### src/rtl/spi_wp_pkg.sv
package spi_wp_pkg;
   localparam logic [7:0] OP_WREN = 8'h06;
   localparam logic [7:0] OP_WRDI = 8'h04;
   localparam logic [7:0] OP_RDSR = 8'h05;
   localparam logic [7:0] OP_WRSR = 8'h01;
   localparam logic [7:0] OP_READ = 8'h03;
   localparam logic [7:0] OP_WRITE = 8'h02;

   typedef enum logic [2:0] {
      ST_OPC, ST_ADDR, ST_RD, ST_WR, ST_STAT, ST_SRW, ST_HOLD
   } phase_t;

   typedef enum logic [2:0] {
      PD_NONE, PD_WREN, PD_WRDI, PD_WRSR, PD_WRITE
   } pend_t;
endpackage

### src/rtl/spi_wp_sync.sv
module spi_wp_sync #(
   parameter int STAGES = 2,
   parameter int WIDTH = 1,
   parameter logic [WIDTH-1:0] RST_VAL = '0
) (
   input  logic             clk,
   input  logic             rst_n,
   input  logic [WIDTH-1:0] d,
   output logic [WIDTH-1:0] q
);
   generate
      if (STAGES < 2) begin : g_bad
         $error("spi_wp_sync: STAGES must be at least 2");
      end
   endgenerate

   logic [WIDTH-1:0] stg [STAGES];

   always_ff @(posedge clk or negedge rst_n) begin
      if (!rst_n) begin
         for (int i = 0; i < STAGES; i++) stg[i] <= RST_VAL;
      end else begin
         stg[0] <= d;
         for (int i = 1; i < STAGES; i++) stg[i] <= stg[i-1];
      end
   end

   assign q = stg[STAGES-1];
endmodule

### src/rtl/spi_wp_range.sv
module spi_wp_range #(
   parameter int ADDR_W = 18
) (
   input  logic [1:0]        bp,
   input  logic [ADDR_W-1:0] addr,
   output logic              locked
);
   generate
      if (ADDR_W < 2) begin : g_bad
         $error("spi_wp_range: ADDR_W must be at least 2");
      end
   endgenerate

   logic [1:0] top2;
   assign top2 = addr[ADDR_W-1 -: 2];

   always_comb begin
      unique case (bp)
         2'b00: locked = 1'b0;
         2'b01: locked = (top2 == 2'b11);
         2'b10: locked = top2[1];
         default: locked = 1'b1;
      endcase
   end
endmodule

### src/rtl/spi_wp_status.sv
module spi_wp_status (
   input  logic       clk,
   input  logic       rst_n,
   input  logic       set_wel,
   input  logic       clr_wel,
   input  logic       sr_load,
   input  logic [7:0] sr_data,
   input  logic       wp_pin_n,
   output logic       wel,
   output logic [1:0] bp,
   output logic [7:0] status
);
   logic wpen;
   logic sr_ok;

   assign sr_ok = wel && !(wpen && !wp_pin_n);

   always_ff @(posedge clk or negedge rst_n) begin
      if (!rst_n) begin
         wel <= 1'b0;
         wpen <= 1'b0;
         bp <= 2'b00;
      end else begin
         if (set_wel) wel <= 1'b1;
         else if (clr_wel) wel <= 1'b0;
         if (sr_load && sr_ok) begin
            wpen <= sr_data[7];
            bp <= sr_data[3:2];
         end
      end
   end

   assign status = {wpen, 1'b1, 2'b00, bp, wel, 1'b0};

   // protect bits only move after the latch was armed
   a_r4_bp_needs_wel: assert property (@(posedge clk) disable iff (!rst_n)
      !$stable(bp) |-> $past(wel));
   // latch rises only from the enable command
   a_r2_wel_rise_src: assert property (@(posedge clk) disable iff (!rst_n)
      $rose(wel) |-> $past(set_wel));
   // a finished status write leaves the latch clear
   a_r3_wrsr_clears: assert property (@(posedge clk) disable iff (!rst_n)
      sr_load |=> !wel);
endmodule

### src/rtl/spi_wp_ctrl.sv
module spi_wp_ctrl
   import spi_wp_pkg::*;
#(
   parameter int ADDR_W = 18,
   parameter int ADDR_BYTES = 3,
   parameter int SYNC_STAGES = 2
) (
   input  logic              clk,
   input  logic              rst_n,
   input  logic              spi_cs_n,
   input  logic              spi_sck,
   input  logic              spi_mosi,
   input  logic              wp_n,
   output logic              spi_miso,
   output logic              spi_miso_oe,
   output logic              mem_we,
   output logic [ADDR_W-1:0] mem_addr,
   output logic [7:0]        mem_wdata,
   input  logic [7:0]        mem_rdata
);
   localparam int BC_W = (ADDR_BYTES > 1) ? $clog2(ADDR_BYTES) : 1;
   localparam logic [BC_W-1:0] BC_LAST = BC_W'(ADDR_BYTES - 1);

   generate
      if (ADDR_W <= 8 || ADDR_W > 8 * ADDR_BYTES) begin : g_bad
         $error("spi_wp_ctrl: ADDR_W must exceed 8 and fit in ADDR_BYTES");
      end
   endgenerate

   logic cs_s, sck_s, mosi_s, wp_s;
   spi_wp_sync #(.STAGES(SYNC_STAGES), .WIDTH(4), .RST_VAL(4'b1001)) u_sync (
      .clk(clk), .rst_n(rst_n),
      .d({spi_cs_n, spi_sck, spi_mosi, wp_n}),
      .q({cs_s, sck_s, mosi_s, wp_s})
   );

   logic sck_q, cs_q;
   logic sck_rise, sck_fall, cs_rise;
   assign sck_rise = !cs_s && sck_s && !sck_q;
   assign sck_fall = !cs_s && !sck_s && sck_q;
   assign cs_rise = cs_s && !cs_q;

   phase_t            phase;
   pend_t             pend;
   logic [2:0]        bit_cnt;
   logic [6:0]        rx_sr;
   logic [BC_W-1:0]   byte_cnt;
   logic              rd_cmd;
   logic              adv;
   logic [ADDR_W-1:0] addr;
   logic [7:0]        sr_buf;
   logic [7:0]        tx_sr;
   logic [7:0]        rx_byte;
   logic              byte_done;
   logic              locked;
   logic              wel;
   logic [1:0]        bp;
   logic [7:0]        status;

   assign rx_byte = {rx_sr, mosi_s};
   assign byte_done = sck_rise && (bit_cnt == 3'd7);

   spi_wp_range #(.ADDR_W(ADDR_W)) u_range (
      .bp(bp), .addr(addr), .locked(locked)
   );

   spi_wp_status u_status (
      .clk(clk), .rst_n(rst_n),
      .set_wel(cs_rise && pend == PD_WREN),
      .clr_wel(cs_rise && (pend == PD_WRDI || pend == PD_WRSR || pend == PD_WRITE)),
      .sr_load(cs_rise && pend == PD_WRSR),
      .sr_data(sr_buf),
      .wp_pin_n(wp_s),
      .wel(wel), .bp(bp), .status(status)
   );

   always_ff @(posedge clk or negedge rst_n) begin
      if (!rst_n) begin
         sck_q <= 1'b0;
         cs_q <= 1'b1;
         phase <= ST_OPC;
         pend <= PD_NONE;
         bit_cnt <= '0;
         rx_sr <= '0;
         byte_cnt <= '0;
         rd_cmd <= 1'b0;
         adv <= 1'b0;
         addr <= '0;
         sr_buf <= '0;
         tx_sr <= '0;
         mem_we <= 1'b0;
         mem_wdata <= '0;
         spi_miso_oe <= 1'b0;
      end else begin
         sck_q <= sck_s;
         cs_q <= cs_s;
         mem_we <= 1'b0;
         adv <= 1'b0;
         spi_miso_oe <= !cs_s;
         if (adv) addr <= addr + 1'b1;
         if (cs_s) begin
            phase <= ST_OPC;
            pend <= PD_NONE;
            bit_cnt <= '0;
            byte_cnt <= '0;
         end else begin
            if (sck_rise) begin
               bit_cnt <= bit_cnt + 1'b1;
               rx_sr <= {rx_sr[5:0], mosi_s};
            end
            if (byte_done) begin
               unique case (phase)
                  ST_OPC: begin
                     unique case (rx_byte)
                        OP_WREN: begin pend <= PD_WREN; phase <= ST_HOLD; end
                        OP_WRDI: begin pend <= PD_WRDI; phase <= ST_HOLD; end
                        OP_RDSR: phase <= ST_STAT;
                        OP_WRSR: phase <= ST_SRW;
                        OP_READ: begin rd_cmd <= 1'b1; phase <= ST_ADDR; end
                        OP_WRITE: begin rd_cmd <= 1'b0; phase <= ST_ADDR; end
                        default: phase <= ST_HOLD;
                     endcase
                  end
                  ST_ADDR: begin
                     addr <= {addr[ADDR_W-9:0], rx_byte};
                     byte_cnt <= byte_cnt + 1'b1;
                     if (byte_cnt == BC_LAST) phase <= rd_cmd ? ST_RD : ST_WR;
                  end
                  ST_WR: begin
                     mem_we <= wel && !locked;
                     mem_wdata <= rx_byte;
                     pend <= PD_WRITE;
                     adv <= 1'b1;
                  end
                  ST_SRW: begin
                     sr_buf <= rx_byte;
                     pend <= PD_WRSR;
                     phase <= ST_HOLD;
                  end
                  default: ;
               endcase
            end
            if (sck_fall) begin
               if (bit_cnt == 3'd0 && (phase == ST_RD || phase == ST_STAT)) begin
                  tx_sr <= (phase == ST_RD) ? mem_rdata : status;
                  adv <= (phase == ST_RD);
               end else begin
                  tx_sr <= {tx_sr[6:0], 1'b0};
               end
            end
         end
      end
   end

   assign spi_miso = tx_sr[7];
   assign mem_addr = addr;

   // no byte reaches memory unless the latch is armed
   a_r6_we_needs_wel: assert property (@(posedge clk) disable iff (!rst_n)
      mem_we |-> wel);
   // one strobe per data byte
   a_r6_we_single: assert property (@(posedge clk) disable iff (!rst_n)
      mem_we |=> !mem_we);
   // output released while deselected
   a_r9_oe_idle: assert property (@(posedge clk) disable iff (!rst_n)
      cs_s |=> !spi_miso_oe);
   // a strobe never lands inside the fenced range
   a_r6_we_unlocked: assert property (@(posedge clk) disable iff (!rst_n)
      mem_we |-> !locked);
endmodule

### config.mk
export PLATFORM = sky130hd
export DESIGN_NAME = spi_wp_ctrl
export DESIGN_NICKNAME = d
export VERILOG_FILES = /design/src/rtl/spi_wp_pkg.sv /design/src/rtl/spi_wp_sync.sv /design/src/rtl/spi_wp_range.sv /design/src/rtl/spi_wp_status.sv /design/src/rtl/spi_wp_ctrl.sv
export SDC_FILE = /design/constraint.sdc
export NUM_CORES = 1
export LEC_CHECK = 0
export BUFFER_PORTS_ARGS = -buffer_cell sky130_fd_sc_hd__buf_2
export CORE_AREA = 3 3 91 93
export CTS_BUF_LIST = sky130_fd_sc_hd__clkbuf_16
export DETAILED_ROUTE_END_ITERATION = 6
export DIE_AREA = 0 0 94 96
export PLACE_DENSITY = 0.72
export SYNTH_ARGS = -nofsm -noshare
export SYNTH_HDL_FRONTEND = slang
export SYNTH_SLANG_ARGS = --single-unit
export TNS_END_PERCENT = 1
### constraint.sdc
create_clock -name clk -period 5.5 [get_ports clk]
set_input_delay 0.825 -clock clk [delete_from_list [all_inputs] [get_ports clk]]
set_output_delay 0.825 -clock clk [all_outputs]
set_load 0.02 [all_outputs]
==> impl_metrics.json, run 1 <==
{
  "worstMarginPinSlew_ps": 907,
  "grt_max_degree": 74,
  "critPathKind": "reg -> reg",
  "cts_hold_buf": 0,
  "clk_pin_slew_ps": 60,
  "numCtsBuffers": 9,
  "vdd_ir_drop_max_mv": 0.158,
  "worst-path-max-fanout": 13,
  "die-width_um": 94,
  "final-hold-violation-count": 0,
  "p_leak_nw": 1.86,
  "grt_overflow": 0,
  "vias": 2419,
  "syn_area_um2": 3360,
  "routabilityCongestion": 0.796,
  "pwr_density_cell_nw_per_um2": 336,
  "first_global_vias": 2325,
  "num_rows": 32,
  "start_util": 0.442,
  "outcome": "completed",
  "vias_per_cell": 5.22,
  "synth_top_area_share": 0.506,
  "grt_pass1_wl_um": 11200,
  "dieArea_um2": 9020,
  "ys_ff_latch": 73,
  "worstSetupEndpointType": "register",
  "cts_tree": "done",
  "drt_first_iter_violations": 109,
  "first_pass_iters": 4,
  "synth_area_leaders": "dfrtp_1 (51%), mux2_2 (7.0%), a21oi_1 (4.6%)",
  "yosysWarningCount": 0,
  "syn_avg_cell_area_um2": 10.7,
  "final.setup.tns_ps": 0,
  "cts_sinks": 73,
  "final_cells": 463,
  "slew_headroom": 0.395,
  "synth_nets": 333,
  "ioPinCount": 43,
  "ys.flop_type": "dfrtp_1",
  "rsz0062_at_grt": "no",
  "combPwrFrac": 0.067,
  "timing.fmax_mhz": 466,
  "yosysTopAreaCell": "dfrtp_1",
  "fillers": 706,
  "yosysSeqAreaShare": 0.545,
  "wl_per_cell_um": 14.6,
  "synthArstFlopShare": 1.00,
  "h-tree-depth": 3,
  "die_h_um": 96,
  "seq_power_share": 0.472,
  "core-area_um2": 7610,
  "clock-skew-final_ps": 8.79,
  "nets": 375,
  "drt-total-wl_um": 6760,
  "cts_buffer_depth": 2,
  "antenna_found_initial": 0,
  "final_area_um2": 3950,
  "cp.required_ps": 5720,
  "antenna_cells": 0,
  "ys_types": 39,
  "swShare": 0.239,
  "clockPowerShare": 0.460,
  "p_sw_mw": 0.317,
  "clkLatencyLatePin_ps": 330,
  "drc": 0,
  "drive_gt1_frac": 0.252,
  "clock-root-buffer": "clkbuf_16",
  "post-route-min-period_ps": 2150,
  "synth-edff-count": 0,
  "final-setup-viol-count": 0,
  "port_buffers": 42,
  "netlist_instances": 314,
  "critPathArrivalTime_ps": 2360,
  "placed_area_um2": 3640,
  "dp.cells": 447,
  "min_path_type": "reg -> reg",
  "finalCritPeriodShare": 0.390,
  "grt.total_usage": 0.161,
  "post_cts_resized": 0,
  "startpoint_type": "register",
  "area_delta_synth_final_pct": 17.6,
  "cts_setup_buffers": 0,
  "ant_nets": 0,
  "internal_power_mw": 1.01,
  "maxCapViolations": 0,
  "hpwl_um": 4590,
  "finalMaxSlewViolations": 0
}
==> per-stage QoR <==
stage,hold slack [ps],utilization,setup WS [ps],total power [mW]
CTS,351,0.520,3370,1.34
floorplan,331,-,3700,0.680
finish,347,0.520,3350,1.33
detailed placement,339,0.479,3400,0.726
global placement,335,0.479,3500,0.723
global route,351,0.520,3260,1.38
==> Yosys cell counts (7+ instances only) <==
library cell  instances
a21oi_1              31
clkbuf_1              7
dfrtp_1              68
inv_1                11
mux2_2               21
mux2i_1              10
nand2_1              21
nand3_1              15
nand4_1               8
nor2_1               40
o21ai_0              15
xnor2_1               9
xor2_1                9
==> path summary, 6_finish.rpt <==
kind                                              end  slack (ps)  cells after the start                    start
hold reg to reg                 u_sync.q[0]$_DFF_PN1_         350                      0  u_sync.stg[4]$_DFF_PN1_
max in group asynchronous         pend[0]$_DFFE_PN0P_        4210                      2                    rst_n
min in group asynchronous      mem_addr[12]$_DFF_PN0_         690                      2                    rst_n
hold / removal                  u_sync.q[0]$_DFF_PN1_         350                      0  u_sync.stg[4]$_DFF_PN1_
setup reg to reg           u_status.bp[0]$_DFFE_PN0P_        3350                      4    u_sync.q[3]$_DFF_PN1_
setup / recovery           u_status.bp[0]$_DFFE_PN0P_        3350                      4    u_sync.q[3]$_DFF_PN1_
==> placed cells by master (no fill, tap or decap), types with 2 or more instances in the layout <==
cell type,n
a21oi_1,31
and3_1,2
buf_2,42
bufinv_16,2
clkbuf_16,9
clkinv_2,2
dfrtp_1,68
dfstp_2,5
ha_1,5
inv_1,12
mux2_2,21
mux2i_1,10
nand2_1,21
nand2b_1,2
nand3_1,15
nand4_1,8
nand4b_1,2
nor2_1,40
nor3_1,5
nor4_1,4
o21ai_0,15
o31ai_1,2
or3_1,2
xnor2_1,9
xor2_1,9
==> registers in the layout (all words and copies together) (netlist names) <==
register and flops:
mem_addr 18, mem_wdata 8, tx_sr 8, rx_sr 7, u_sync.q 4, u_sync.stg 4, bit_cnt 3, pend 3
phase 3, sr_buf 3, byte_cnt 2, u_status.bp 2, adv 1, cs_q 1, mem_we 1, rd_cmd 1
sck_q 1, spi_miso_oe 1, u_status.wel 1, u_status.wpen 1
==> power by group through the flow <==
stage	logic [mW]	registers, mW	clock network [mW]
floorplan	0.0644	0.615	0
global placement	0.0876	0.635	0
detailed placement	0.0910	0.635	0
CTS	0.0915	0.626	0.622
global route	0.103	0.635	0.645
finish	0.0893	0.628	0.612
==> routing by layer <==
| metal | GRT usage | part of all wire | vias up |
|---|---|---|---|
| met5 | 0 | 0 | - |
| met4 | 0.0794 | 0.013 | 0 |
| met3 | 0.0281 | 0.040 | 8 |
| met2 | 0.245 | 0.47 | 53 |
| met1 | 0.221 | 0.48 | 1174 |
| li1 | - | - | 1184 |
==> critical path, cell delays in order, from the launching register on <==
cell and delay (ps):
dfstp_2 700, inv_1 180, nor4b_1 470, o2111a_1 330
mux2_2 350
==> final cells by class <==
cell class / instances / area, µm² / share of cell area
clock buffers: 9 / 225 / 0.0570
clock inverters: 7 / 86.3 / 0.0218
inverters: 11 / 41.3 / 0.0104
multi-input cells: 218 / 1420 / 0.360
flip-flops and latches: 73 / 1830 / 0.464
well taps: 102 / 128 / 0.0323
repair buffers: 43 / 218 / 0.0551
==> kinds of logic (layout without fill, tap and decap cells) <==
family	after synthesis	count (layout)	share of synthesized area
flip-flops	73	73	0.545
AND/OR/NAND/NOR	110	110	0.164
adder cells (fa/ha/maj)	5	5	0.0186
buffers and inverters	23	70	0.0313
AO/OA/AOI/OAI	53	53	0.0890
multiplexers	32	32	0.105
XOR/XNOR	18	18	0.0469
Note: power is estimated with default switching activity, not from simulation.
==> inputs of run 2 (changes only) <==
--- a/config.mk
+++ b/config.mk
@@ -5,12 +5,13 @@
 export SDC_FILE = /design/constraint.sdc
 export NUM_CORES = 1
 export LEC_CHECK = 0
+export ABC_AREA = 1
 export BUFFER_PORTS_ARGS = -buffer_cell sky130_fd_sc_hd__buf_2
-export CORE_AREA = 3 3 91 93
+export CORE_AREA = 3 3 94 96
 export CTS_BUF_LIST = sky130_fd_sc_hd__clkbuf_16
 export DETAILED_ROUTE_END_ITERATION = 6
-export DIE_AREA = 0 0 94 96
-export PLACE_DENSITY = 0.72
+export DIE_AREA = 0 0 97 99
+export PLACE_DENSITY = 0.74
 export SYNTH_ARGS = -nofsm -noshare
 export SYNTH_HDL_FRONTEND = slang
 export SYNTH_SLANG_ARGS = --single-unit
==> constraint.sdc (replaced) <==
create_clock -name clk -period 1.95 [get_ports clk]
set_input_delay 0.2925 -clock clk [delete_from_list [all_inputs] [get_ports clk]]
set_output_delay 0.2925 -clock clk [all_outputs]
set_load 0.02 [all_outputs]
==> impl_metrics.json, run 2 <==
{
  "p_leak_nw": 2.10,
  "p_sw_mw": 0.886,
  "dieArea_um2": 9600,
  "fillers": 732,
  "drive_gt1_frac": 0.193,
  "crit_buf_inv": 0,
  "ant_nets": 0,
  "seq_power_share": 0.472,
  "post-route-min-period_ps": 1710,
  "grt_busiest_layer": "met2",
  "antenna_found_initial": 0,
  "grt_overflow": 0,
  "synth_nets": 441,
  "start_util": 0.441,
  "cp.required_ps": 2160,
  "final-setup-viol-count": 0,
  "whs_endpoint": "u_sync.stg[7]$_DFF_PN1_",
  "worstReg2RegStart": "mem_addr[0]$_DFF_PN0_",
  "worstSetupEndpointType": "register",
  "cts_setup_buffers": 0,
  "h-tree-depth": 3,
  "yosysTopAreaCell": "dfrtp_1",
  "syn_area_um2": 3590,
  "internal_power_mw": 2.69,
  "num_rows": 33,
  "critPathArrivalTime_ps": 1920,
  "swShare": 0.248,
  "combPwrFrac": 0.087,
  "die-width_um": 97,
  "syn_avg_cell_area_um2": 8.50,
  "synth-edff-count": 0,
  "hp-start": "spi_cs_n",
  "first_pass_iters": 4,
  "clkLatencyLatePin_ps": 330,
  "rsz0062_at_grt": "no",
  "clock-root-buffer": "clkbuf_16",
  "startpoint_type": "register",
  "hpwl_um": 5530,
  "antenna_cells": 0,
  "critPathKind": "reg -> reg",
  "final-hold-violation-count": 0,
  "vdd_ir_drop_max_mv": 0.569,
  "synth_top_area_share": 0.474,
  "path_cells": "ha_1 -> nand2_1 -> nor2_1 -> nand3_1 -> nor2_2 -> nand2_1 -> nand3_1 -> o21ai_2",
  "timing.rr.end": "mem_addr[10]$_DFF_PN0_",
  "cts_buffer_depth": 2,
  "area_delta_synth_final_pct": 17.3,
  "synth_common_cells": "nand2_1 (124), dfrtp_1 (68), inv_1 (47)",
  "dp.cells": 565,
  "yosysMostFrequentCell": "nand2_1",
  "reg2reg_slack_ps": 240,
  "nets": 491,
  "synth_area_leaders": "dfrtp_1 (47%), nand2_1 (13%), inv_1 (4.9%)",
  "routabilityCongestion": 0.812,
  "min_path_type": "in -> reg",
  "synthArstFlopShare": 1.00,
  "timing.fmax_mhz": 584,
  "final_cell_mix": "nand2_1 (124), dfrtp_1 (68), inv_1 (48), buf_2 (41)",
  "clk_pin_slew_ps": 60,
  "grt_pass1_wl_um": 13300,
  "ys_types": 40,
  "maxCapViolations": 0,
  "numCtsBuffers": 9,
  "met1_usage": 0.212,
  "cts_tree": "done",
  "use_met2": 0.288,
  "finalCritPeriodShare": 0.878,
  "drt_first_iter_violations": 137,
  "first_global_vias": 2862,
  "pwr_density_cell_nw_per_um2": 850,
  "slowest_delay_ps": 430,
  "cts_sinks": 73,
  "final.setup.tns_ps": 0,
  "ys.flop_type": "dfrtp_1",
  "clock-skew-final_ps": 4.58,
  "netlist_instances": 422,
  "final_cells": 582,
  "ys_ff_latch": 73,
  "outcome": "completed",
  "slowest_stage": "dfrtp_1",
  "crit_family": "simple AND/OR/NAND/NOR gates",
  "finalMaxSlewViolations": 0,
  "ioPinCount": 43,
  "yosysSeqAreaShare": 0.511,
  "met3_usage": 0.0425,
  "slew_headroom": 0.639,
  "worst-path-max-fanout": 5,
  "vias": 2900,
  "min_delay_path_depth": 1,
  "vias_per_cell": 4.98,
  "grt.total_usage": 0.171,
  "die_h_um": 99,
  "yosysWarningCount": 0,
  "rr_worst_depth": 8,
  "port_buffers": 42,
  "grt_max_degree": 53,
  "largest_reg_flops": 18,
  "drt-total-wl_um": 7530,
  "worstMarginPinSlew_ps": 537,
  "drc": 0,
  "final_common_cell": "nand2_1",
  "clockPowerShare": 0.441,
  "core-area_um2": 8130,
  "wl_per_cell_um": 12.9
}
==> run 2: cell count changes in the layout (fill, tap and decap cells not counted), sizes merged, moves of 5 or more <==
cell / before / now
o21ai: 15 / 46
inv: 12 / 51
nand3: 15 / 27
nand2: 22 / 126
mux2: 22 / 0
mux2i: 10 / 0
a21oi: 31 / 5
xnor2: 9 / 4
nor3: 5 / 14
==> run 2: worst max path at each step <==
stage	cells past startpoint	slack, ps	end	from
5_1_grt	8	20	mem_addr[12]$_DFF_PN0_	mem_addr[0]$_DFF_PN0_
6_report	8	240	mem_addr[10]$_DFF_PN0_	mem_addr[0]$_DFF_PN0_
2_1_floorplan	8	360	mem_addr[12]$_DFF_PN0_	mem_addr[0]$_DFF_PN0_
3_3_place_gp	8	280	mem_addr[12]$_DFF_PN0_	mem_addr[0]$_DFF_PN0_
3_5_place_dp	8	200	mem_addr[10]$_DFF_PN0_	mem_addr[0]$_DFF_PN0_
4_1_cts	8	180	mem_addr[10]$_DFF_PN0_	mem_addr[0]$_DFF_PN0_
==> run 2: repair_timing <==
item | 4_1_cts | 5_1_grt
endpoints found under the setup margin | 0 | 3
hold endpoints to repair | 17 | 0
hold buffers | 1 | 0
resized for setup | 0 | 1
==> run 2: layout make-up <==
class                           count  area (µm²)  area share
Tap cell                          105         131      0.0312
Multi-Input combinational cell    291        1500       0.357
Timing Repair Buffer               47         265      0.0630
Sequential cell                    73        1830       0.435
Clock buffer                        9         225      0.0535
Inverter                           50         190      0.0452
Clock inverter                      7        62.6      0.0149
==> run 2: metal layers <==
metal	part of all wire	vias up
met5	0	-
met4	0.014	0
met1	0.46	1376
met2	0.49	48
met3	0.040	8
li1	-	1468
==> run 2: per-stage QoR <==
stage / setup WS (ps) / hold slack [ps] / util / power, mW / instance area, µm²
CTS: 181 / 53.6 / 0.517 / 3.61 / 4210
global route: 22.8 / 49.4 / 0.517 / 3.74 / 4210
global placement: 282 / 201 / 0.481 / 2.01 / 3910
detailed placement: 195 / 204 / 0.481 / 2.02 / 3910
finish: 238 / 64.6 / 0.517 / 3.58 / 4210
floorplan: 356 / -3.09 / - / 1.90 / 3590
==> run 2: cell families (layout without fill, tap and decap cells) <==
| group | count (synthesis) | in the layout | synth area share |
|---|---|---|---|
| AO/OA/AOI/OAI | 64 | 64 | 0.113 |
| XOR/XNOR | 9 | 9 | 0.0220 |
| adder cells (fa/ha/maj) | 5 | 5 | 0.0174 |
| buffers and inverters | 58 | 113 | 0.0715 |
| flip-flops | 73 | 73 | 0.511 |
| AND/OR/NAND/NOR | 213 | 213 | 0.265 |
==> run 2: worst register-to-register path: cells and delay by family (launching register included) <==
kind                     cells  cell delay, ps
AND/OR/NAND/NOR              6             900
flip-flops                   1             430
adder cells (fa/ha/maj)      1             210
AO/OA/AOI/OAI                1              60
==> run 2: power by group through the flow <==
stage / logic, mW / clock network (mW) / registers [mW]
after floorplan: 0.201 / 0 / 1.70
after global placement: 0.300 / 0 / 1.71
after detailed placement: 0.312 / 0 / 1.71
after CTS: 0.317 / 1.61 / 1.69
after global routing: 0.364 / 1.67 / 1.70
final: 0.312 / 1.58 / 1.69
